--- src/rtl/cmdp_pkg.sv ---
`timescale 1ns/1ps
package cmdp_pkg;
    localparam int WORD_W     = 32;
    localparam int SEL_W      = 24;
    localparam int LEN_W      = 6;
    localparam int BADDR_W    = 24;
    localparam int IDX_W      = 7;
    localparam int XFORM_MAX  = 13;
    localparam int XFORM_SHORT = 8;
    localparam int XCNT_W     = $clog2(XFORM_MAX);

    localparam logic [7:0]  OP_PTR    = 8'h00;
    localparam logic [7:0]  OP_RENDER = 8'h13;
    localparam logic [7:0]  OP_WR16   = 8'h17;
    localparam logic [7:0]  OP_WR32   = 8'h18;
    localparam logic [7:0]  OP_SYNC   = 8'h1A;
    localparam logic [7:0]  OP_XFORM  = 8'h1C;
    localparam logic [15:0] XFORM_EXT_TAG = 16'h7FFF;

    typedef enum logic [1:0] {
        ST_HDR   = 2'd0,
        ST_WR32  = 2'd1,
        ST_PTR   = 2'd2,
        ST_XFORM = 2'd3
    } pstate_e;

    typedef struct packed {
        pstate_e                            st;
        logic [IDX_W-1:0]                   reg_idx;
        logic [SEL_W-1:0]                   sel;
        logic [XCNT_W-1:0]                  widx;
        logic [XCNT_W-1:0]                  last;
        logic                               ext;
        logic [XFORM_MAX-1:0][WORD_W-1:0]   xw;
        logic                               render;
        logic                               sync;
        logic                               xvalid;
        logic                               miss;
    } parser_t;
endpackage

--- src/rtl/cmdp_regfile.sv ---
`timescale 1ns/1ps
module cmdp_regfile #(
    parameter  int REG_COUNT = 64,
    parameter  int DATA_W    = 32,
    localparam int AW        = $clog2(REG_COUNT),
    localparam int HALF_W    = DATA_W / 2
) (
    input  logic              clk,
    input  logic              rst_n,
    input  logic              we_lo,
    input  logic              we_hi,
    input  logic [AW-1:0]     wr_addr,
    input  logic [DATA_W-1:0] wr_data,
    input  logic [AW-1:0]     rd_addr,
    output logic [DATA_W-1:0] rd_data
);
    logic [DATA_W-1:0] mem_d [REG_COUNT];
    logic [DATA_W-1:0] mem_q [REG_COUNT];

    always_comb begin
        mem_d = mem_q;
        if (we_lo) mem_d[wr_addr][HALF_W-1:0]      = wr_data[HALF_W-1:0];
        if (we_hi) mem_d[wr_addr][DATA_W-1:HALF_W] = wr_data[DATA_W-1:HALF_W];
    end

    always_ff @(posedge clk or negedge rst_n) begin
        if (!rst_n) mem_q <= '{default: '0};
        else        mem_q <= mem_d;
    end

    assign rd_data = mem_q[rd_addr];

    assert_lo_half_written_R3: assert property (@(posedge clk) disable iff (!rst_n)
        we_lo |=> mem_q[$past(wr_addr)][HALF_W-1:0] == $past(wr_data[HALF_W-1:0]));

    assert_hi_half_written_R2: assert property (@(posedge clk) disable iff (!rst_n)
        we_hi |=> mem_q[$past(wr_addr)][DATA_W-1:HALF_W] == $past(wr_data[DATA_W-1:HALF_W]));

    assert_lo_half_kept_R2: assert property (@(posedge clk) disable iff (!rst_n)
        (we_hi && !we_lo) |=> mem_q[$past(wr_addr)][HALF_W-1:0] == $past(mem_q[wr_addr][HALF_W-1:0]));
endmodule

--- src/rtl/cmdp_ptr_table.sv ---
`timescale 1ns/1ps
module cmdp_ptr_table #(
    parameter  int ENTRIES = 4,
    parameter  int SEL_W   = 24,
    parameter  int LEN_W   = 6,
    parameter  int ADDR_W  = 24,
    parameter  logic [ENTRIES*SEL_W-1:0] KEYS = '0,
    localparam int IW      = $clog2(ENTRIES)
) (
    input  logic              clk,
    input  logic              rst_n,
    input  logic              wr_en,
    input  logic [SEL_W-1:0]  wr_sel,
    input  logic [LEN_W-1:0]  wr_len,
    input  logic [ADDR_W-1:0] wr_addr,
    output logic              hit,
    input  logic [IW-1:0]     rd_idx,
    output logic [LEN_W-1:0]  rd_len,
    output logic [ADDR_W-1:0] rd_addr
);
    logic [ENTRIES-1:0]              match;
    logic [ENTRIES-1:0][LEN_W-1:0]   len_d,  len_q;
    logic [ENTRIES-1:0][ADDR_W-1:0]  addr_d, addr_q;
    logic [IW-1:0]                   hit_idx;

    for (genvar e = 0; e < ENTRIES; e++) begin : g_key
        assign match[e] = (wr_sel == KEYS[e*SEL_W +: SEL_W]);
    end

    assign hit = |match;

    always_comb begin
        len_d   = len_q;
        addr_d  = addr_q;
        hit_idx = '0;
        for (int e = 0; e < ENTRIES; e++) begin
            if (match[e]) hit_idx = IW'(e);
            if (wr_en && match[e]) begin
                len_d[e]  = wr_len;
                addr_d[e] = wr_addr;
            end
        end
    end

    always_ff @(posedge clk or negedge rst_n) begin
        if (!rst_n) begin
            len_q  <= '0;
            addr_q <= '0;
        end else begin
            len_q  <= len_d;
            addr_q <= addr_d;
        end
    end

    assign rd_len  = len_q[rd_idx];
    assign rd_addr = addr_q[rd_idx];

    assert_ptr_stored_R5: assert property (@(posedge clk) disable iff (!rst_n)
        (wr_en && hit) |=> (len_q[$past(hit_idx)] == $past(wr_len))
                         && (addr_q[$past(hit_idx)] == $past(wr_addr)));

    assert_miss_leaves_table_R6: assert property (@(posedge clk) disable iff (!rst_n)
        (wr_en && !hit) |=> ($stable(len_q) && $stable(addr_q)));
endmodule

--- src/rtl/cmd_stream_parser.sv ---
`timescale 1ns/1ps
module cmd_stream_parser
    import cmdp_pkg::*;
#(
    parameter  int REG_COUNT   = 64,
    parameter  int PTR_ENTRIES = 4,
    parameter  logic [PTR_ENTRIES*SEL_W-1:0] PTR_KEYS =
        {24'h00C0A5, 24'h004040, 24'h00C040, 24'h008000},
    localparam int REG_AW = $clog2(REG_COUNT),
    localparam int PTR_AW = $clog2(PTR_ENTRIES)
) (
    input  logic                        clk,
    input  logic                        rst_n,
    input  logic                        in_valid,
    output logic                        in_ready,
    input  logic [WORD_W-1:0]           in_data,
    input  logic                        dn_busy,
    input  logic [REG_AW-1:0]           rd_addr,
    output logic [WORD_W-1:0]           rd_data,
    input  logic [PTR_AW-1:0]           ptr_rd_idx,
    output logic [LEN_W-1:0]            ptr_rd_len,
    output logic [BADDR_W-1:0]          ptr_rd_addr,
    output logic                        ptr_miss,
    output logic                        render_stb,
    output logic                        sync_stb,
    output logic                        xform_valid,
    output logic                        xform_ext,
    output logic [XFORM_MAX*WORD_W-1:0] xform_words
);
    parser_t cur_q, nxt_d;

    logic              accept;
    logic              we_lo, we_hi;
    logic [REG_AW-1:0] wr_addr;
    logic [WORD_W-1:0] wr_data;
    logic              ptr_we, ptr_hit;
    logic [IDX_W-1:0]  hdr_idx;
    logic [7:0]        hdr_op;

    assign in_ready = !dn_busy;
    assign accept   = in_valid && in_ready;
    assign hdr_op   = in_data[31:24];
    assign hdr_idx  = in_data[22:16];

    always_comb begin
        nxt_d        = cur_q;
        nxt_d.render = 1'b0;
        nxt_d.sync   = 1'b0;
        nxt_d.xvalid = 1'b0;
        nxt_d.miss   = 1'b0;
        we_lo   = 1'b0;
        we_hi   = 1'b0;
        wr_addr = '0;
        wr_data = in_data;
        ptr_we  = 1'b0;
        if (accept) begin
            unique case (cur_q.st)
                ST_HDR: begin
                    case (hdr_op)
                        OP_WR16: begin
                            wr_addr = REG_AW'(hdr_idx >> 1);
                            wr_data = {in_data[15:0], in_data[15:0]};
                            we_hi   = hdr_idx[0];
                            we_lo   = !hdr_idx[0];
                        end
                        OP_WR32: begin
                            nxt_d.st      = ST_WR32;
                            nxt_d.reg_idx = hdr_idx;
                        end
                        OP_PTR: begin
                            nxt_d.st  = ST_PTR;
                            nxt_d.sel = in_data[SEL_W-1:0];
                        end
                        OP_RENDER: nxt_d.render = 1'b1;
                        OP_SYNC:   nxt_d.sync   = 1'b1;
                        OP_XFORM: begin
                            nxt_d.st    = ST_XFORM;
                            nxt_d.xw[0] = in_data;
                            nxt_d.widx  = XCNT_W'(1);
                            nxt_d.ext   = (in_data[15:0] == XFORM_EXT_TAG);
                            nxt_d.last  = (in_data[15:0] == XFORM_EXT_TAG)
                                        ? XCNT_W'(XFORM_MAX - 1)
                                        : XCNT_W'(XFORM_SHORT - 1);
                        end
                        default: ;
                    endcase
                end
                ST_WR32: begin
                    wr_addr  = REG_AW'(cur_q.reg_idx >> 1);
                    we_lo    = 1'b1;
                    we_hi    = 1'b1;
                    nxt_d.st = ST_HDR;
                end
                ST_PTR: begin
                    ptr_we     = 1'b1;
                    nxt_d.miss = !ptr_hit;
                    nxt_d.st   = ST_HDR;
                end
                ST_XFORM: begin
                    if (cur_q.widx < XCNT_W'(XFORM_MAX)) nxt_d.xw[cur_q.widx] = in_data;
                    if (cur_q.widx == cur_q.last) begin
                        nxt_d.xvalid = 1'b1;
                        nxt_d.st     = ST_HDR;
                    end else begin
                        nxt_d.widx = cur_q.widx + XCNT_W'(1);
                    end
                end
                default: nxt_d.st = ST_HDR;
            endcase
        end
    end

    always_ff @(posedge clk or negedge rst_n) begin
        if (!rst_n) cur_q <= '0;
        else        cur_q <= nxt_d;
    end

    cmdp_regfile #(
        .REG_COUNT (REG_COUNT),
        .DATA_W    (WORD_W)
    ) i_regs (
        .clk     (clk),
        .rst_n   (rst_n),
        .we_lo   (we_lo),
        .we_hi   (we_hi),
        .wr_addr (wr_addr),
        .wr_data (wr_data),
        .rd_addr (rd_addr),
        .rd_data (rd_data)
    );

    cmdp_ptr_table #(
        .ENTRIES (PTR_ENTRIES),
        .SEL_W   (SEL_W),
        .LEN_W   (LEN_W),
        .ADDR_W  (BADDR_W),
        .KEYS    (PTR_KEYS)
    ) i_ptrs (
        .clk     (clk),
        .rst_n   (rst_n),
        .wr_en   (ptr_we),
        .wr_sel  (cur_q.sel),
        .wr_len  (in_data[BADDR_W+LEN_W-1:BADDR_W]),
        .wr_addr (in_data[BADDR_W-1:0]),
        .hit     (ptr_hit),
        .rd_idx  (ptr_rd_idx),
        .rd_len  (ptr_rd_len),
        .rd_addr (ptr_rd_addr)
    );

    assign ptr_miss    = cur_q.miss;
    assign render_stb  = cur_q.render;
    assign sync_stb    = cur_q.sync;
    assign xform_valid = cur_q.xvalid;
    assign xform_ext   = cur_q.ext;
    assign xform_words = cur_q.xw;

    assert_one_event_R7: assert property (@(posedge clk) disable iff (!rst_n)
        $onehot0({render_stb, sync_stb, xform_valid, ptr_miss}));

    assert_stall_holds_state_R11: assert property (@(posedge clk) disable iff (!rst_n)
        !(in_valid && in_ready) |=> ($stable(cur_q.st) && $stable(cur_q.widx)
                                     && !render_stb && !sync_stb));

    assert_xform_after_word_R8: assert property (@(posedge clk) disable iff (!rst_n)
        xform_valid |-> $past(in_valid && in_ready && cur_q.st == ST_XFORM));

    assert_render_from_header_R12: assert property (@(posedge clk) disable iff (!rst_n)
        (render_stb || sync_stb) |-> $past(cur_q.st) == ST_HDR);
endmodule

--- config.mk ---
export PLATFORM = sky130hd
export DESIGN_NAME = cmd_stream_parser
export DESIGN_NICKNAME = d
export VERILOG_FILES = /design/src/rtl/cmdp_pkg.sv /design/src/rtl/cmdp_regfile.sv /design/src/rtl/cmdp_ptr_table.sv /design/src/rtl/cmd_stream_parser.sv
export SDC_FILE = /design/constraint.sdc
export NUM_CORES = 2
export LEC_CHECK = 0
export CORE_ASPECT_RATIO = 1.4
export CORE_MARGIN = 1
export CORE_UTILIZATION = 46
export CTS_CLUSTER_DIAMETER = 60
export DETAILED_ROUTE_END_ITERATION = 6
export DONT_BUFFER_PORTS = 1
export GPL_ROUTABILITY_DRIVEN = 1
export GPL_TIMING_DRIVEN = 0
export PLACE_DENSITY = 0.61
export SYNTH_ARGS = -nofsm -noshare
export SYNTH_HDL_FRONTEND = slang
export SYNTH_HIERARCHICAL = 1
export SYNTH_SLANG_ARGS = --single-unit
--- constraint.sdc ---
create_clock -name clk -period 10.1 [get_ports clk]
set_clock_uncertainty 0.15 [all_clocks]
set_input_delay 1.01 -clock clk [delete_from_list [all_inputs] [get_ports clk]]
set_output_delay 1.01 -clock clk [all_outputs]
set_load 0.05 [all_outputs]
# == Word level (Yosys, flattened, before mapping) ==
# Cells that the tools add are included.
# word_totals
register_bits,2630
in_bits,44
# classes
n_addsub,1
n_lt_le_gt_ge,7
eq_ne,19
muxes,49
n_bitwise,2
n_reduce_logical,22
# ops
op,count
$bwmux 2048,2
$mux 2048,2
$bwmux 416,1
$demux 32 s6,2
$mux 32,9
$bmux 32 s6,1
$demux 32 s4,1
$eq 24x16->1 const B,3
$pmux 32 s2,1
$bmux 24 s2,1
$eq 8x5->1 const B,5
$eq 24x15->1 const B,1
$mux 24,1
$mux 6,3
$eq 16x15->1 const B,1
$mux 16,1
$reduce_and 3->1,5
$ge 7x7->1 const B,2
$not 6->7,2
$bmux 6 s2,1
$mux 4,3
$pmux 2 s3,2
$pmux 6 s2,1
$mux 1,11
24 further kinds,38

# == Depth between registers and ports, before layout ==
# logic_depth
word_depth,13
mapped_depth,13
ltp_nobuf,8

# == Hierarchy ==
# Netlist, hierarchy kept.
# modules_own_cells
mod,instances,cells_each,area_each_um2,seq_area_each_um2
cmdp_regfile,1,5918,92886.6,51249.2
cmd_stream_parser,1,1537,20900.0,11486.0
cmdp_ptr_table,1,314,5328.9,3002.9

# == Worst setup path before layout ==
# OpenSTA, ideal clock, no wires.
# synth_path
path_type,input to output
from,in rd_addr[0]
to,out rd_data[2]
t_arrival_ns,3.566
path_slack_ns,5.374
stages,9
path_buffers,4
cell_sequence,buf_6 buf_12 buf_12 buf_12 mux2i_1 o22ai_1 nor3_1 or4_1 a211oi_1
# synth_via
elab_chain_cells,4
# synth_rtl
element,line,rtl
"start, declared",cmd_stream_parser.sv:18,"input logic [REG_AW-1:0] rd_addr,"
$not 6->7 (implied by the code),cmdp_regfile.sv:31,assign rd_data = mem_q[rd_addr];
$bmux 32 s6,cmdp_regfile.sv:31,
$mux 32 (implied by the code) (2 in a row),cmdp_regfile.sv:31,
"end, declared",cmd_stream_parser.sv:19,"output logic [WORD_W-1:0] rd_data,"
# Every way passes these cells. The select of a mux whose other input is x is not followed.

# == Final worst setup path ==
# layout_path
from,in rd_addr[2]
to,out rd_data[16]
# Same word-level chain as after synthesis.

==> metrics.txt <==
fmax roughly 130 MHz; worst r2r path cells 11; Die X 432 microns; clk buf depth 4; first-pass GRT wire length 621000 microns; synth warn 6; TNS Setup 0 ps; status finished with violations; Die H slightly above 600 microns; IO Count 528; gr ovfl total 0; Root Driver clkbuf_16; via count about 73000; CTS tree done; Leakage Power approximately 66 nW; WS Path Type primary input to output pin; Synth Register Bits around 2600; delay-heaviest family, CP buffers and inverters; net count reported at finish approximately 8100; Fin Hold WS -67.5 ps; Crit path top cell by count buf_2; CTS sink count roughly 2600; Slew HR -3.47%; Initial DRC Count just under 7000; RR Startpoint cur_q[460]$_DFFE_PN0P_; core region area roughly 260000 sq um; main combinational cell family by area after synthesis multiplexers; Detailed Routing Iterations Pass 1 5; initial antenna violation count 24; ANT nets after route 0; worst slew pin tran 1550 ps; failing checks hold timing, capacitance limit, slew limit; clock-pin transition on the worst setup and hold timing paths ~60 ps; DRC 0; Post-synth ARST share between 90% and 100%; endpoints failing hold 9; Worst setup SP type primary input; RSZ-0062 raised after global routing no; number of global-route vias before repair between 70000 and 80000; drt via density around 6.2; cells after synthesis slightly below 8000; share of synthesized area occupied by flip-flops and latches 55.2%; Pins Over Slew Limit 53; VDD IR max ~0.13 mV; setup slack after layout between 2000 and 2500 ps; Worst R2R Setup Slack between 4000 and 5000 ps; layout cell share with drive strength beyond 1 between 50 and 60%; CP cell instances buf_2 -> buf_2 -> nor2_1 -> nand2_1 -> clkbuf_1 -> o22ai_1 -> nor4_1 -> o21a_1; CP bufs+invs 3; Worst path slowest cell nor4_1; die area around 260000 sq um; Syn Area/Cell 15.3 sq um; FP Rows 220; routability cong. approximately 0.98; CP max stage delay roughly 1100 ps; Critical Path AT 6710 ps; worst-path maximum fanout 10; Synth cell types 61; Area Overhead vs Synth 11.6%; Synth Area in XOR/XNOR less than 1%; Tot GR Track Use about a third; Final min period about 7900 ps; clk_lat worst skew 860 ps; Post-Synth Adder-Cell Area less than 1%; HPWL after DPL between 300000 and 400000 microns; cell area power density roughly 170 nW/um^2; Post-CTS Repair Setup Buffers 0; DR WL/cell approximately 39 microns; multiplexer area fraction after synthesis between 30% and 40%; fin crit share between 70% and 80%; Syn Nets 7818; Synth Area in Simple Gates around 2%; Tightest Hold Check Type primary input to asynchronous set/reset pin; # setup viols final 0; starting density of the core between 40% and 50%; Critical Path End Type output pin; largest net degree at the start of global routing 250; # port buffers 0; MaxCap Viol Count 7; H-tree depth 5; EDFF count, synth 0; Critical Path RT approximately 8900 ps; area fraction in compound gates after synthesis ~1.9%; Mapped Area ~120000 sq um; ys flop type dfrtp_1; final WL ~450000 microns; cts bufs inserted 273; r2r endpoint i_regs/mem_q[830]$_DFFE_PN0P_; Placement Setup Slack 2630 ps
==> synthesized netlist by cell type (6+ instances only) <==
master | n | share of area, %
buf_12 | 7 | 0.12
mux2_1 | 17 | 0.16
a31oi_1 | 12 | 0.063
mux2_4 | 18 | 0.23
mux2i_1 | 110 | 0.92
nand3_1 | 29 | 0.12
or3_1 | 6 | 0.032
a21oi_1 | 22 | 0.092
mux4_2 | 499 | 9.4
nand4_1 | 11 | 0.058
nand2b_1 | 23 | 0.12
and2_1 | 7 | 0.037
clkbuf_1 | 348 | 1.1
o22a_1 | 6 | 0.044
mux2_2 | 2627 | 25
nor2_2 | 24 | 0.13
nor2b_1 | 25 | 0.13
a22oi_1 | 24 | 0.15
o21ai_0 | 18 | 0.076
o221ai_1 | 28 | 0.21
nor3_1 | 29 | 0.12
buf_2 | 148 | 0.62
nor3_2 | 7 | 0.059
nand2_2 | 16 | 0.084
buf_6 | 23 | 0.22
o21a_1 | 14 | 0.088
a211oi_1 | 25 | 0.16
or4_1 | 6 | 0.038
buf_1 | 79 | 0.25
dfrtp_1 | 2627 | 55
inv_1 | 6 | 0.019
or2_2 | 10 | 0.053
and3_1 | 6 | 0.032
o22ai_1 | 161 | 0.85
nor4_1 | 29 | 0.15
nor2_1 | 92 | 0.29
buf_4 | 469 | 3.0
nand2_1 | 104 | 0.33
==> per-layer routing <==
| layer | global-route usage [%] | vias to the layer above | wire, microns |
|---|---|---|---|
| met1 | 39.1 | 39700 | 161000 |
| met5 | 0.298 | - | 90 |
| li1 | - | 28600 | - |
| met2 | 56.3 | 3401 | 217000 |
| met3 | 7.95 | 1195 | 33500 |
| met4 | 27.7 | 10 | 43900 |
==> cell usage in the layout (no fill, tap or decap), drive strengths merged, types with 4 or more instances in the layout <==
master  count
nand2b     23
mux4      499
nor2b      25
mux2     2662
a31oi      12
nand3b      4
clkinv     29
o21a       14
nor3b       5
nor4       30
and2        8
a21oi      22
a211oi     25
nand3      29
a311oi      4
o22a        6
or2        11
nand2     120
nor3       36
clkbuf    763
a22oi      24
bufinv     12
mux2i     110
nand4b      4
or3         6
o22ai     161
buf       748
a21o        4
and3        6
nand4      11
nor2      116
diode      16
o221ai     28
dfrtp    2627
ha          5
or4         8
inv        17
o21ai      18
==> cell families after synthesis <==
logic type,Yosys count
xor+xnor,2
compound gates,329
simple gates,453
fa+ha+maj,5
mux,3271
buf+inv,1082
flops,2627
==> per-stage QoR <==
stage	std cells	util (%)	total power, mW	area, sq um	hold slack, ps
6_report	11700	51.7	22.1	133000	-67.5
5_1_grt	11700	51.7	22.7	133000	2.04
4_1_cts	11700	51.7	22.2	133000	71.2
3_5_place_dp	11200	48.2	12.1	124000	324
3_3_place_gp	11200	48.0	11.9	123000	313
2_1_floorplan	7769	-	11.3	119000	301
==> power by group <==
group | switching (mW) | internal [mW] | leakage, nW
clock | 4.28 | 5.90 | 4.34
combinational | 1.13 | 0.254 | 24.8
sequential | 0.0137 | 10.5 | 36.7
==> flip-flops by register name (all words and copies together), names as in the netlist <==
register,cells
sync_stb,1
i_ptrs/addr_q,96
cur_q,39
ptr_miss,1
i_regs/mem_q,2048
xform_valid,1
xform_words,416
render_stb,1
i_ptrs/len_q,24
==> final cells by class <==
type | instances | area, sq um
antenna | 16 | 40.0
buffer | 1076 | 6340
clock buffer | 414 | 8180
clock inverter | 53 | 633
fill | 21700 | 124000
inverter | 6 | 22.5
multi-input combinational | 4060 | 47100
sequential | 2627 | 65700
tap | 3441 | 4310
timing repair buffer | 21 | 543
==> worst max-delay path by stage <==
stage | from | to | slack (ps) | cells after the start
floorplan | rd_addr[0] | rd_data[2] | 5370 | 9
global placement | rd_addr[2] | rd_data[7] | 1820 | 6
detailed placement | rd_addr[2] | rd_data[16] | 2630 | 8
CTS | rd_addr[2] | rd_data[16] | 2620 | 8
global route | rd_addr[2] | rd_data[16] | 2520 | 8
finish | rd_addr[2] | rd_data[16] | 2230 | 8
==> what timing repair did <==
item | in CTS | in global routing
resized for setup | 0 | 0
setup endpoints to repair | 0 | 0
hold buffers | 1 | 0
hold endpoints to repair | 173 | 0
No activity file was read; power rests on OpenSTA's default activity.
